File: src/rtl/rxpk_pkg.sv
package rxpk_pkg;

    typedef enum logic {
        BUF_PACKET = 1'b0,
        BUF_DESC   = 1'b1
    } buf_kind_e;

    typedef struct packed {
        logic      swap;
        buf_kind_e kind;
    } buf_mode_t;

    // Lane reversal is honoured for packet data only
    function automatic logic reverse_wanted(input buf_mode_t m);
        return m.swap && (m.kind == BUF_PACKET);
    endfunction

    function automatic buf_mode_t make_mode(input logic swap, input logic desc);
        buf_mode_t m;
        m.swap = swap;
        m.kind = desc ? BUF_DESC : BUF_PACKET;
        return m;
    endfunction

endpackage

File: src/rtl/rxpk_lane_accum.sv
module rxpk_lane_accum #(
    parameter int WORD_BYTES = 8,
    localparam int LB     = $clog2(WORD_BYTES),
    localparam int DATA_W = WORD_BYTES * 8
) (
    input  logic              clk,
    input  logic              rst,
    input  logic              take,
    input  logic              first,
    input  logic [LB-1:0]     start_lane,
    input  logic [7:0]        byte_in,
    input  logic              last,
    output logic [DATA_W-1:0] merged_data,
    output logic [WORD_BYTES-1:0] merged_be,
    output logic              complete
);

    logic [LB-1:0]         lane_q;
    logic [DATA_W-1:0]     acc_q;
    logic [WORD_BYTES-1:0] be_q;

    logic [LB-1:0]         cur_lane;
    logic [DATA_W-1:0]     base_data;
    logic [WORD_BYTES-1:0] base_be;

    always_comb begin
        cur_lane  = first ? start_lane : lane_q;
        base_data = first ? '0 : acc_q;
        base_be   = first ? '0 : be_q;
        complete  = (cur_lane == LB'(WORD_BYTES - 1)) || last;
    end

    for (genvar l = 0; l < WORD_BYTES; l++) begin : g_lane
        always_comb begin
            merged_data[l*8 +: 8] = (cur_lane == LB'(l)) ? byte_in : base_data[l*8 +: 8];
            merged_be[l]          = base_be[l] | (cur_lane == LB'(l));
        end
    end

    always_ff @(posedge clk) begin
        if (rst) begin
            lane_q <= '0;
            acc_q  <= '0;
            be_q   <= '0;
        end else if (take) begin
            if (complete) begin
                lane_q <= '0;
                acc_q  <= '0;
                be_q   <= '0;
            end else begin
                lane_q <= cur_lane + LB'(1);
                acc_q  <= merged_data;
                be_q   <= merged_be;
            end
        end
    end

    // A word under construction never loses lanes already filled
    AST_LANES_KEPT: assert property (@(posedge clk) disable iff (rst)
        take && !complete |=> ((be_q & $past(merged_be)) == $past(merged_be)));

endmodule

File: src/rtl/rxpk_addr_track.sv
module rxpk_addr_track #(
    parameter int ADDR_W     = 64,
    parameter int WORD_BYTES = 8,
    parameter int LOW_SPACE  = 32,
    localparam int LB = $clog2(WORD_BYTES)
) (
    input  logic              clk,
    input  logic              rst,
    input  logic              take,
    input  logic              first,
    input  logic              complete,
    input  logic [ADDR_W-1:0] start_addr,
    output logic [ADDR_W-1:0] word_addr,
    output logic              dual
);

    logic [ADDR_W-1:0] addr_q;
    logic [ADDR_W-1:0] aligned_start;

    always_comb begin
        aligned_start = {start_addr[ADDR_W-1:LB], {LB{1'b0}}};
        word_addr     = first ? aligned_start : addr_q;
        dual          = |word_addr[ADDR_W-1:LOW_SPACE];
    end

    always_ff @(posedge clk) begin
        if (rst) begin
            addr_q <= '0;
        end else if (take) begin
            addr_q <= complete ? word_addr + ADDR_W'(WORD_BYTES) : word_addr;
        end
    end

endmodule

File: src/rtl/rxpk_out_stage.sv
module rxpk_out_stage #(
    parameter int ADDR_W     = 64,
    parameter int WORD_BYTES = 8,
    parameter int LOW_SPACE  = 32,
    localparam int LB     = $clog2(WORD_BYTES),
    localparam int DATA_W = WORD_BYTES * 8
) (
    input  logic                  clk,
    input  logic                  rst,
    input  logic                  load,
    input  logic                  reverse,
    input  logic [DATA_W-1:0]     ld_data,
    input  logic [WORD_BYTES-1:0] ld_be,
    input  logic [ADDR_W-1:0]     ld_addr,
    input  logic                  ld_dual,
    input  logic                  ld_last,
    input  logic                  out_ready,
    output logic                  out_valid,
    output logic [DATA_W-1:0]     out_data,
    output logic [WORD_BYTES-1:0] out_be,
    output logic [ADDR_W-1:0]     out_addr,
    output logic                  out_dual,
    output logic                  out_last
);

    logic [DATA_W-1:0]     rev_data;
    logic [WORD_BYTES-1:0] rev_be;

    for (genvar l = 0; l < WORD_BYTES; l++) begin : g_rev
        always_comb begin
            rev_data[l*8 +: 8] = ld_data[(WORD_BYTES-1-l)*8 +: 8];
            rev_be[l]          = ld_be[WORD_BYTES-1-l];
        end
    end

    always_ff @(posedge clk) begin
        if (rst) begin
            out_valid <= 1'b0;
            out_data  <= '0;
            out_be    <= '0;
            out_addr  <= '0;
            out_dual  <= 1'b0;
            out_last  <= 1'b0;
        end else if (load) begin
            out_valid <= 1'b1;
            out_data  <= reverse ? rev_data : ld_data;
            out_be    <= reverse ? rev_be : ld_be;
            out_addr  <= ld_addr;
            out_dual  <= ld_dual;
            out_last  <= ld_last;
        end else if (out_ready) begin
            out_valid <= 1'b0;
        end
    end

    AST_LOAD_FREE: assert property (@(posedge clk) disable iff (rst)
        load |-> (!out_valid || out_ready));

    AST_OUT_HOLD: assert property (@(posedge clk) disable iff (rst)
        out_valid && !out_ready |=> out_valid && $stable(out_data) && $stable(out_be)
            && $stable(out_addr) && $stable(out_last));

    AST_ADDR_ALIGNED: assert property (@(posedge clk) disable iff (rst)
        out_valid |-> (out_addr[LB-1:0] == '0));

    AST_DUAL_CLASS: assert property (@(posedge clk) disable iff (rst)
        out_valid |-> (out_dual == (out_addr[ADDR_W-1:LOW_SPACE] != '0)));

    AST_BE_NONZERO: assert property (@(posedge clk) disable iff (rst)
        out_valid |-> (out_be != '0));

endmodule

File: src/rtl/rx_word_packer.sv
module rx_word_packer
    import rxpk_pkg::*;
#(
    parameter int ADDR_W     = 64,
    parameter int WORD_BYTES = 8,
    parameter int LOW_SPACE  = 32,
    localparam int LB     = $clog2(WORD_BYTES),
    localparam int DATA_W = WORD_BYTES * 8
) (
    input  logic                  clk,
    input  logic                  rst,
    input  logic                  in_valid,
    output logic                  in_ready,
    input  logic [7:0]            in_data,
    input  logic                  in_first,
    input  logic                  in_last,
    input  logic [ADDR_W-1:0]     in_start_addr,
    input  logic                  in_swap,
    input  logic                  in_desc,
    output logic                  out_valid,
    input  logic                  out_ready,
    output logic [DATA_W-1:0]     out_data,
    output logic [WORD_BYTES-1:0] out_be,
    output logic [ADDR_W-1:0]     out_addr,
    output logic                  out_dual,
    output logic                  out_last
);

    logic                  take;
    logic                  complete;
    logic                  load;
    logic [DATA_W-1:0]     merged_data;
    logic [WORD_BYTES-1:0] merged_be;
    logic [ADDR_W-1:0]     word_addr;
    logic                  word_dual;
    buf_mode_t             mode_q;
    buf_mode_t             cur_mode;

    // Slot is free when empty or being drained at this edge
    assign in_ready = !out_valid || out_ready;
    assign take     = in_valid && in_ready;
    assign load     = take && complete;

    always_comb begin
        cur_mode = in_first ? make_mode(in_swap, in_desc) : mode_q;
    end

    always_ff @(posedge clk) begin
        if (rst) begin
            mode_q <= make_mode(1'b0, 1'b0);
        end else if (take && in_first) begin
            mode_q <= make_mode(in_swap, in_desc);
        end
    end

    rxpk_lane_accum #(
        .WORD_BYTES (WORD_BYTES)
    ) u_accum (
        .clk         (clk),
        .rst         (rst),
        .take        (take),
        .first       (in_first),
        .start_lane  (in_start_addr[LB-1:0]),
        .byte_in     (in_data),
        .last        (in_last),
        .merged_data (merged_data),
        .merged_be   (merged_be),
        .complete    (complete)
    );

    rxpk_addr_track #(
        .ADDR_W     (ADDR_W),
        .WORD_BYTES (WORD_BYTES),
        .LOW_SPACE  (LOW_SPACE)
    ) u_addr (
        .clk        (clk),
        .rst        (rst),
        .take       (take),
        .first      (in_first),
        .complete   (complete),
        .start_addr (in_start_addr),
        .word_addr  (word_addr),
        .dual       (word_dual)
    );

    rxpk_out_stage #(
        .ADDR_W     (ADDR_W),
        .WORD_BYTES (WORD_BYTES),
        .LOW_SPACE  (LOW_SPACE)
    ) u_out (
        .clk       (clk),
        .rst       (rst),
        .load      (load),
        .reverse   (reverse_wanted(cur_mode)),
        .ld_data   (merged_data),
        .ld_be     (merged_be),
        .ld_addr   (word_addr),
        .ld_dual   (word_dual),
        .ld_last   (in_last),
        .out_ready (out_ready),
        .out_valid (out_valid),
        .out_data  (out_data),
        .out_be    (out_be),
        .out_addr  (out_addr),
        .out_dual  (out_dual),
        .out_last  (out_last)
    );

    // Stream-rule tracking and address-step history for checks
    logic              need_first;
    logic              hist_valid;
    logic [ADDR_W-1:0] hist_addr;

    always_ff @(posedge clk) begin
        if (rst) begin
            need_first <= 1'b1;
            hist_valid <= 1'b0;
            hist_addr  <= '0;
        end else begin
            if (take) begin
                need_first <= in_last;
            end
            if (load) begin
                hist_valid <= !in_last;
                hist_addr  <= word_addr;
            end
        end
    end

    AST_FIRST_AFTER_LAST: assert property (@(posedge clk) disable iff (rst)
        take && need_first |-> in_first);

    AST_ADDR_STEP: assert property (@(posedge clk) disable iff (rst)
        load && hist_valid && !in_first |-> (word_addr == hist_addr + ADDR_W'(WORD_BYTES)));

    AST_RESET_IDLE: assert property (@(posedge clk)
        $past(rst) |-> !out_valid);

endmodule

File: config.mk
export PLATFORM = sky130hd
export DESIGN_NAME = rx_word_packer
export DESIGN_NICKNAME = d
export VERILOG_FILES = /design/src/rtl/rxpk_pkg.sv /design/src/rtl/rxpk_lane_accum.sv /design/src/rtl/rxpk_addr_track.sv /design/src/rtl/rxpk_out_stage.sv /design/src/rtl/rx_word_packer.sv
export SDC_FILE = /design/constraint.sdc
export NUM_CORES = 1
export LEC_CHECK = 0
export BUFFER_PORTS_ARGS = -buffer_cell sky130_fd_sc_hd__buf_4
export CAP_MARGIN = 30
export CORE_AREA = 2 2 222 224
export CTS_BUF_LIST = sky130_fd_sc_hd__clkbuf_4
export CTS_CLUSTER_SIZE = 25
export DETAILED_ROUTE_END_ITERATION = 8
export DIE_AREA = 0 0 224 226
export PLACE_DENSITY_LB_ADDON = 0.25
export SETUP_SLACK_MARGIN = 0.15
export SLEW_MARGIN = 10
export SYNTH_ARGS = -nofsm -noshare
export SYNTH_HDL_FRONTEND = slang
export SYNTH_SLANG_ARGS = --single-unit
File: constraint.sdc
create_clock -name clk -period 7.4 [get_ports clk]
set_input_delay 0.37 -clock clk [delete_from_list [all_inputs] [get_ports clk]]
set_output_delay 0.37 -clock clk [all_outputs]
set_load 0.05 [all_outputs]
## Yosys cells after proc, flatten, opt, wreduce, memory -nomap -nowiden

Cells that the tools add are included.

- Logic and storage cells: 62
- RAM bits: 0
- Output and inout bits: 140
- Register bits after elaboration: 280
- Bits in read-only memories: 0
- Latch bits: 0
- Bits of input ports: 80
- Memories: 0

- Multiply operators: 0
- Add/sub/neg operators: 2
- Mux-type cells: 22
- Shift-type cells: 0
- Equality and inequality tests: 7
- Bitwise gates (word level): 9
- Divide/modulo/power cells: 0
- Reductions and logical operators: 10
- Magnitude comparators: 0

Operators by type and width:

| cell | number |
|---|---|
| 64-bit 2-to-1 mux | 5 |
| 8-bit 2-to-1 mux | 11 |
| 64-bit by 4-bit adder with 64-bit output, second input constant | 1 |
| 32-bit OR reduction | 1 |
| 3-bit equality test, second input constant | 4 |
| 1-bit bitwise OR | 8 |
| 3-bit by 2-bit equality test with 1-bit output, second input constant | 2 |
| 3-bit 2-to-1 mux | 2 |
| 1-bit logical AND | 4 |
| 3-bit by 1-bit adder with 3-bit output, second input constant | 1 |
| 3-bit by 1-bit equality test with 1-bit output, second input constant | 1 |
| 3-bit zero test | 1 |
| 1-bit 2-to-1 mux | 3 |
| 1-bit logical OR | 2 |
| 2-bit 2-to-1 mux | 1 |
| 2-bit nonzero test | 1 |
| 1-bit zero test | 1 |
| 1-bit NOT | 1 |

## Longest topological paths before layout

Gate-level depths: netlist of the first run.

- Depth in word-level cells: 5
- Gate-level depth with buffers: 21
- Depth with buffers taken out: 11

## Cells and area by module

From an unflattened synthesis of the first run, not the netlist that was laid out.

- Cells, all modules: 1683
- Area total of the unflattened synthesis: 15210.8 um^2

By module, submodules not included:

| module | area each (um^2) | instances | cells an instance |
|---|---|---|---|
| rxpk_out_stage | 5545.3 | 1 | 537 |
| rxpk_addr_track | 5122.4 | 1 | 637 |
| rxpk_lane_accum | 4399.2 | 1 | 494 |
| rx_word_packer | 143.9 | 1 | 15 |

## Worst setup path after synthesis of the first run

OpenSTA, ideal clock, no wires.

- Kind: input to register
- From: in in_first
- To: reg u_addr.addr_q[61]
- Arrival: 4.783 ns
- Cell stages on the path: 20
- Setup slack: 2.495 ns
- Cells stage by stage: buf_2 -> buf_2 -> buf_2 -> buf_2 -> buf_2 -> buf_2 -> buf_2 -> buf_1 -> mux2i_1 -> inv_1 -> ha_1 -> ha_1 -> o21ai_0 -> a21oi_1 -> nand4_1 -> or2_0 -> clkbuf_1 -> or4_4 -> and4_1 -> a311o_1

- Word-level cells in the longest chain between the ends: 4
- Elaborated cells between the ends (all ways): 6
- Those cells by class: 1 x add/sub; 1 x eq/ne; 3 x mux; 1 x reduce/logical

RTL lines:

| item | RTL line | RTL |
|---|---|---|
| start: declaration | rx_word_packer.sv:15 | `input logic in_first,` |
| parallel branches: the longest is 3 deep, another holds 64-bit by 4-bit adder with 64-bit output | -- |  |
| 64-bit 2-to-1 mux * | rxpk_addr_track.sv:30 | `addr_q <= complete ? word_addr + ADDR_W'(WORD_BYTES) : word_addr;` |
| end signal: assignment | rxpk_addr_track.sv:30 |  |
| end: declaration | rxpk_addr_track.sv:17 | `logic [ADDR_W-1:0] addr_q;` |

Every way passes the cells marked *.
A chain may end at the register's enable or synchronous reset.

## Final worst setup path of the first run

- From: reg u_accum.lane_q[2]
- To: reg u_addr.addr_q[61]

- Word-level cells in the longest chain between the ends: 4

RTL lines:

| item | RTL line | RTL |
|---|---|---|
| start: declaration | rxpk_lane_accum.sv:18 | `logic [LB-1:0] lane_q;` |
| start signal: assignment | rxpk_lane_accum.sv:51 | `lane_q <= cur_lane + LB'(1);` |
| 3-bit 2-to-1 mux | rxpk_lane_accum.sv:27 | `cur_lane = first ? start_lane : lane_q;` |
| 3-bit equality test | rxpk_lane_accum.sv:30 | `complete = (cur_lane == LB'(WORD_BYTES - 1)) \|\| last;` |
| 1-bit logical OR | rxpk_lane_accum.sv:30 |  |
| 64-bit 2-to-1 mux | rxpk_addr_track.sv:30 |  |

Every way passes these cells.

==> impl_metrics.yaml, run 1 <==
status:
  status: "finished, final reports clean"
cts:
  cts_setup_buffers: 0
  clk_pin_slew_ns: 0.07
  clkLatencyLatePin_ns: 0.82
  cts_resized: 0
  cts_hold_buf: 54
  cts_htree_levels: 3
  cts_buffers: 85
  clock_sink_count: 280
  clockBufferDepth: 3
  clock-root-buffer: "clkbuf_4"
  cts_tree: "yes"
timing:
  finalMaxSlewViolations: 0
  setup_tns_ns: 0
  tightestPinTransition_ns: 0.929
  fin_crit_ns: 4.42
  finalHoldViolations: 0
  slew_headroom: 0.381
  finalCritPeriodShare: 0.597
  rsz0062_at_grt: "false"
  setup_viol: 0
  fmaxAchievable_mhz: 226
  finClkSkew_ns: 0.0489
power:
  power_density_nw_per_um2: 208
  p_total_mw: 3.74
  peakVddDrop_mv: 0.122
  power.static_leakage_nw: 6.89
synth:
  syn_inst: 1852
  ys_types: 64
  synth_edf_count: 0
  synth_flop_cell: "dfxtp_1"
  ys_warn_count: 0
  syn_area_per_cell_um2: 7.75
  yosysSeqAreaShare: 0.390
  syn_nets: 1939
  synth_area_um2: 14400
  ys_seq_elements: 280
  ys_async_sr_fraction: 0
die:
  initial_core_util: 0.297
  row_count: 81
  core_area_um2: 48300
  die-area_um2: 50600
  io_pins: 220
  die_h_um: 226
  fp.dieW_um: 224
setup_path:
  r2r_slack_ns: 2.98
  crit_slowest_cell: "ha_1"
  r2r_start: "u_accum.lane_q[2]"
  reg2regPathDepth: 10
  path_cells: "mux2i_2 -> inv_1 -> ha_1 -> o21ai_0 -> a21oi_1 -> nand4_1 -> or2_0 -> or4_4 -> and4_1 -> a311o_1"
  path_class: "reg2reg"
  cp-start-kind: "register"
  cp-end-kind: "register"
  crit_path_max_fanout: 21
  cp_slowest_stage_delay_ns: 0.68
  critical_path_arrival_ns: 5.09
  cp.required_ns: 8.08
  reg2reg_to: "u_addr.addr_q[61]"
place:
  gp_congestion: 0.836
  dp_hpwl_um: 33700
  placed_area_um2: 16400
  port_buffers: 219
global_route:
  grt_max_degree: 182
  grt_pass1_vias: 14100
  grt_pass1_wl_um: 77900
  grt_use_total: 0.194
  antenna_found_initial: 2
  gr-total-overflow: 0
final_layout:
  layout_commonest_cell: "nor2_1"
  nets: 2161
  final_cell_mix: "nor2_1 (287), dfxtp_1 (280), buf_4 (230)"
  fillCellCount: 5062
  area_growth_pct: 24.9
  design_area_um2: 17900
  drive_gt1_frac: 0.199
hold_path:
  worstHoldEndpoint: "u_addr.addr_q[46]"
  worstHoldPathCells: 6
  hold_start: "in_start_addr[44]"
  hp-class: "in2reg"
drt:
  detail_route.wl_per_cell_um: 18.3
  drc: 0
  via_per_inst: 5.36
  drt_first_pass_iters: 5
  vias: 14700
  wl_um: 50400
  drt-initial-drc-count: 1016
  ant_nets: 0
flow_run:
  max_cap_violations: 0
==> kinds of logic (layout without fill, tap and decap cells) <==
logic type	count (synthesis)	count (layout)	share of synthesized area
compound gates	520	520	0.236
xor+xnor	9	9	0.00549
fa+ha+maj	7	7	0.00610
buf+inv	167	438	0.0461
flops	280	280	0.390
mux	82	82	0.0595
other cells	0	5	0
simple gates	787	787	0.257
==> worst max-delay path by stage <==
stage	start	end	slack, ns	cells past startpoint
6_report	u_accum.lane_q[2]	u_addr.addr_q[61]	2.98	10
5_1_grt	u_accum.lane_q[2]	u_addr.addr_q[61]	2.60	10
4_1_cts	u_accum.lane_q[2]	u_addr.addr_q[61]	3.02	10
3_5_place_dp	in_first	u_addr.addr_q[61]	2.45	12
3_3_place_gp	in_first	u_addr.addr_q[61]	2.55	12
2_1_floorplan	in_first	u_addr.addr_q[61]	2.49	20
==> sequential cells by signal, summed over array words and instances, names as in the netlist, 2 cells and up <==
name,flops
u_addr.addr_q,64
u_accum.acc_q,64
u_out.out_be,8
u_accum.lane_q,3
u_accum.be_q,8
u_out.out_data,64
u_out.out_addr,64
mode_q,2
==> per-layer routing <==
layer,GRT usage,wire length (µm),share of wire
met3,0.0401,2450,0.049
met1,0.233,21100,0.42
met2,0.348,25800,0.51
met5,0,0,0
met4,0.0557,1030,0.020
==> cell usage after synthesis (all sizes together) (18+ instances only) <==
| cell | instances | area share |
|---|---|---|
| a211oi | 61 | 0.032 |
| a21oi | 169 | 0.059 |
| a22oi | 62 | 0.032 |
| a31o | 24 | 0.015 |
| a31oi | 29 | 0.013 |
| and3 | 39 | 0.017 |
| buf | 31 | 0.011 |
| clkbuf | 124 | 0.032 |
| dfxtp | 280 | 0.39 |
| mux2 | 24 | 0.019 |
| mux2i | 58 | 0.041 |
| nand2 | 193 | 0.050 |
| nand3 | 73 | 0.025 |
| nand3b | 21 | 0.011 |
| nand4 | 28 | 0.012 |
| nor2 | 289 | 0.076 |
| nor2b | 24 | 0.010 |
| nor3 | 43 | 0.015 |
| nor3b | 18 | 0.0094 |
| o211ai | 57 | 0.030 |
| o21ai | 71 | 0.025 |
==> where the power goes <==
| group | total (mW) | leakage (nW) | internal [mW] | switching (mW) |
|---|---|---|---|---|
| clock network | 1.44 | 0.574 | 0.732 | 0.704 |
| logic | 0.686 | 4.03 | 0.219 | 0.466 |
| registers | 1.61 | 2.28 | 1.57 | 0.0437 |
| total | 3.74 | 6.89 | 2.52 | 1.21 |
==> metrics by stage <==
stage / util / hold WS [ns] / instances / setup slack [ns]
6_report: 0.371 / 0.0785 / 2750 / 2.98
3_3_place_gp: 0.338 / 0.437 / 2552 / 2.55
5_1_grt: 0.371 / 0.0461 / 2750 / 2.60
4_1_cts: 0.370 / 0.00342 / 2743 / 3.02
2_1_floorplan: - / 0.431 / 1852 / 2.49
3_5_place_dp: 0.339 / 0.447 / 2553 / 2.45
==> layout make-up <==
class,instances,area (µm²),area share
multi-input combinational,1405,8140,0.454
sequential,280,5610,0.313
timing repair buffer,290,2370,0.132
clock buffer,112,841,0.0469
tap,622,778,0.0434
clock inverter,24,140,0.00781
inverter,12,45.0,0.00251
antenna,5,12.5,0.000698
==> worst max-delay path: cells and delay by family, from the launching register on <==
kind	cells	cell delay [ns]
simple gates	4	1.96
mux	1	0.09
buf+inv	1	0.28
compound gates	3	0.91
flops	1	0.35
fa+ha+maj	1	0.68
Note: power is estimated with default switching activity, not from simulation.
==> inputs of run 2 (changes only) <==
Settings changed: ABC_AREA from default to 1, CORE_AREA 2 2 222 224 to 2 2 224 226, DIE_AREA 0 0 224 226 to 0 0 226 228.
Clock period 7.4 ns to 4.4 ns, I/O delays scaled along.
==> run 2 against run 1 <==
  * Sequential share of layout area shrank 0.77 points
  * Area after synthesis rose by 1.3%
  * Combinational power up 69%
  * Routed wire length up 5.3%
  * Design area grew 2.5%
  * Via count up 4.7%
  * Hold slack improved by 0.017 ns
  * Utilization is 0.17 points higher
  * Clock power rose by 85%
  * Critical endpoint is now u_out.out_addr[4]
  * Largest cell class unchanged
==> impl_metrics.yaml, run 2 <==
power:
  peakVddDrop_mv: 0.236
  combPwrFrac: 0.177
  power_frac_seq: 0.414
  switching_share: 0.323
  p_clk_frac: 0.409
  p_int_mw: 4.43
  p_sw_mw: 2.11
  p_total_mw: 6.55
  power_density_nw_per_um2: 356
  power.static_leakage_nw: 7.62
synth:
  synth_area_leaders: "dfxtp_1 (39%), nand2_1 (13%), nand3_1 (9.0%)"
  yosysSeqAreaShare: 0.385
  syn_nets: 2259
  yosys.area.top_type: "dfxtp_1"
  syn_inst: 2172
  ys_top_cells_by_count: "nand2_1 (491), dfxtp_1 (280), nor2_1 (262)"
  synth_edf_count: 0
  ys_seq_elements: 280
  yosysTopAreaCellShare: 0.385
  synth_area_um2: 14500
  ys_async_sr_fraction: 0
  syn_area_per_cell_um2: 6.70
  ys_warn_count: 0
  ys_types: 41
  synth_most_common_cell: "nand2_1"
  synth_flop_cell: "dfxtp_1"
cts:
  clock_sink_count: 280
  cts_htree_levels: 3
  cts_tree: "yes"
  clkLatencyLatePin_ns: 0.81
  cts_buffers: 83
  cts_setup_buffers: 0
  clockBufferDepth: 3
  clk_pin_slew_ns: 0.07
  clock-root-buffer: "clkbuf_4"
setup_path:
  critical_path_arrival_ns: 4.64
  cp-end-kind: "register"
  worstSetupStartpoint: "in_first"
  cp-start-kind: "primary input"
  r2r_start: "u_accum.lane_q[1]"
  path_class: "in2reg"
  crit_path_max_fanout: 67
  cp.required_ns: 5.15
timing:
  finalHoldViolations: 0
  fmaxAchievable_mhz: 257
  finalMaxSlewViolations: 0
  setup_tns_ns: 0
  setup_viol: 0
  finalCritPeriodShare: 0.885
  rsz0062_at_grt: "false"
  slew_headroom: 0.386
  finClkSkew_ns: 0.0327
  tightestPinTransition_ns: 0.920
  fin_crit_ns: 3.90
drt:
  vias: 15400
  detail_route.wl_per_cell_um: 16.8
  drt_first_pass_iters: 5
  drt-initial-drc-count: 1010
  ant_nets: 0
  drc: 0
  via_per_inst: 4.88
  wl_um: 53100
die:
  fp.dieW_um: 226
  core_area_um2: 49300
  initial_core_util: 0.295
  die-area_um2: 51500
  io_pins: 220
  row_count: 82
  die_h_um: 228
final_layout:
  nets: 2517
  fillCellCount: 5338
  seqCellArea_um2: 5610
  multi_input_area_um2: 7640
  area_growth_pct: 26.4
  final_cell_mix: "nand2_1 (488), dfxtp_1 (280), nand3_1 (261)"
  layout_commonest_cell: "nand2_1"
  drive_gt1_frac: 0.184
global_route:
  grt_use_total: 0.204
  grt_pass1_vias: 14900
  grt_pass1_wl_um: 82600
  antenna_found_initial: 2
  grt_max_degree: 80
  gr-total-overflow: 0
place:
  dp_hpwl_um: 35500
  port_buffers: 219
  gp_congestion: 0.921
status:
  status: "finished, final reports clean"
hold_path:
  hp-class: "in2reg"
  hold_start: "in_start_addr[59]"
flow_run:
  max_cap_violations: 0
## run 2: cell count changes after synthesis, moves of 31 or more
cell,change
a211oi_1,-60
o31ai_1,+73
o211ai_1,-57
a22oi_1,-62
clkbuf_1,-43
and3_1,-39
o21ai_0,+124
nand2_1,+298
nor3_1,-37
inv_1,+148
a21oi_1,-31
nand3_1,+188
mux2i_1,-57
## run 2: routing by layer
layer	share of wire	GRT usage	up-vias
met2	0.48	0.339	437
met1	0.44	0.259	7192
met4	0.024	0.0687	2
met3	0.061	0.0446	82
met5	0.00013	0	-
li1	-	-	7724
## run 2: critical path, cell delays in order
cell and delay [ns]:
dlygate4sd3_1 0.53, buf_4 0.20, inv_8 0.04, or2_2 0.26, dlygate4sd3_1 0.55, o21ai_1 0.18, inv_1 0.12, ha_1 0.23
ha_1 0.21, inv_2 0.23, nand2_1 0.13, inv_2 0.12, nor2_2 0.14, clkinv_4 0.27, buf_12 0.31, nand2_1 0.09
a21oi_1 0.14, dlygate4sd3_1 0.56
## run 2: power by group through the flow
stage | combinational, mW | sequential [mW] | clock (mW)
2_1_floorplan | 0.583 | 2.94 | 0
3_3_place_gp | 1.09 | 2.76 | 0
3_5_place_dp | 1.11 | 2.76 | 0
4_1_cts | 1.17 | 2.71 | 2.76
5_1_grt | 1.28 | 2.72 | 2.90
6_report | 1.16 | 2.71 | 2.67
## run 2: layout make-up
cell class,instances,area share
clock inverter,31,0.0133
sequential,280,0.305
timing repair buffer,310,0.138
antenna,1,0.000136
clock buffer,114,0.0465
inverter,173,0.0361
tap,672,0.0457
multi-input combinational,1582,0.415
## run 2: worst paths after layout
path,to,slack (ns),cells past startpoint
min reg2reg,u_accum.be_q[7],0.44,2
max reg2reg,u_out.out_addr[4],1.01,13
min,u_out.out_addr[59],0.1,5
max,u_out.out_addr[4],0.50,18
## run 2: metrics by stage
step	util	area [µm²]	setup WS, ns	cells	hold slack, ns
6_report	0.373	18400	0.504	3163	0.0953
5_1_grt	0.373	18400	0.306	3163	0.0826
4_1_cts	0.372	18400	0.413	3162	0.00970
3_5_place_dp	0.335	16500	0.740	2944	0.431
3_3_place_gp	0.335	16500	0.861	2944	0.430
2_1_floorplan	-	14500	1.12	2172	0.355
## run 2: cells by family (layout without fill, tap and decap cells)
logic type      count (synthesis)  count (layout)  synth area share
simple gates                 1121            1121             0.337
compound gates                429             429             0.165
buf+inv                       310             628            0.0915
flops                         280             280             0.385
xor+xnor                       25              25            0.0151
fa+ha+maj                       7               7           0.00602
other cells                     0               1                 0
## run 2: timing repair
item                                    CTS  global route
gates resized for setup                   0             3
hold endpoints to repair                151             0
endpoints found under the setup margin    0             4
hold buffers                             73             0
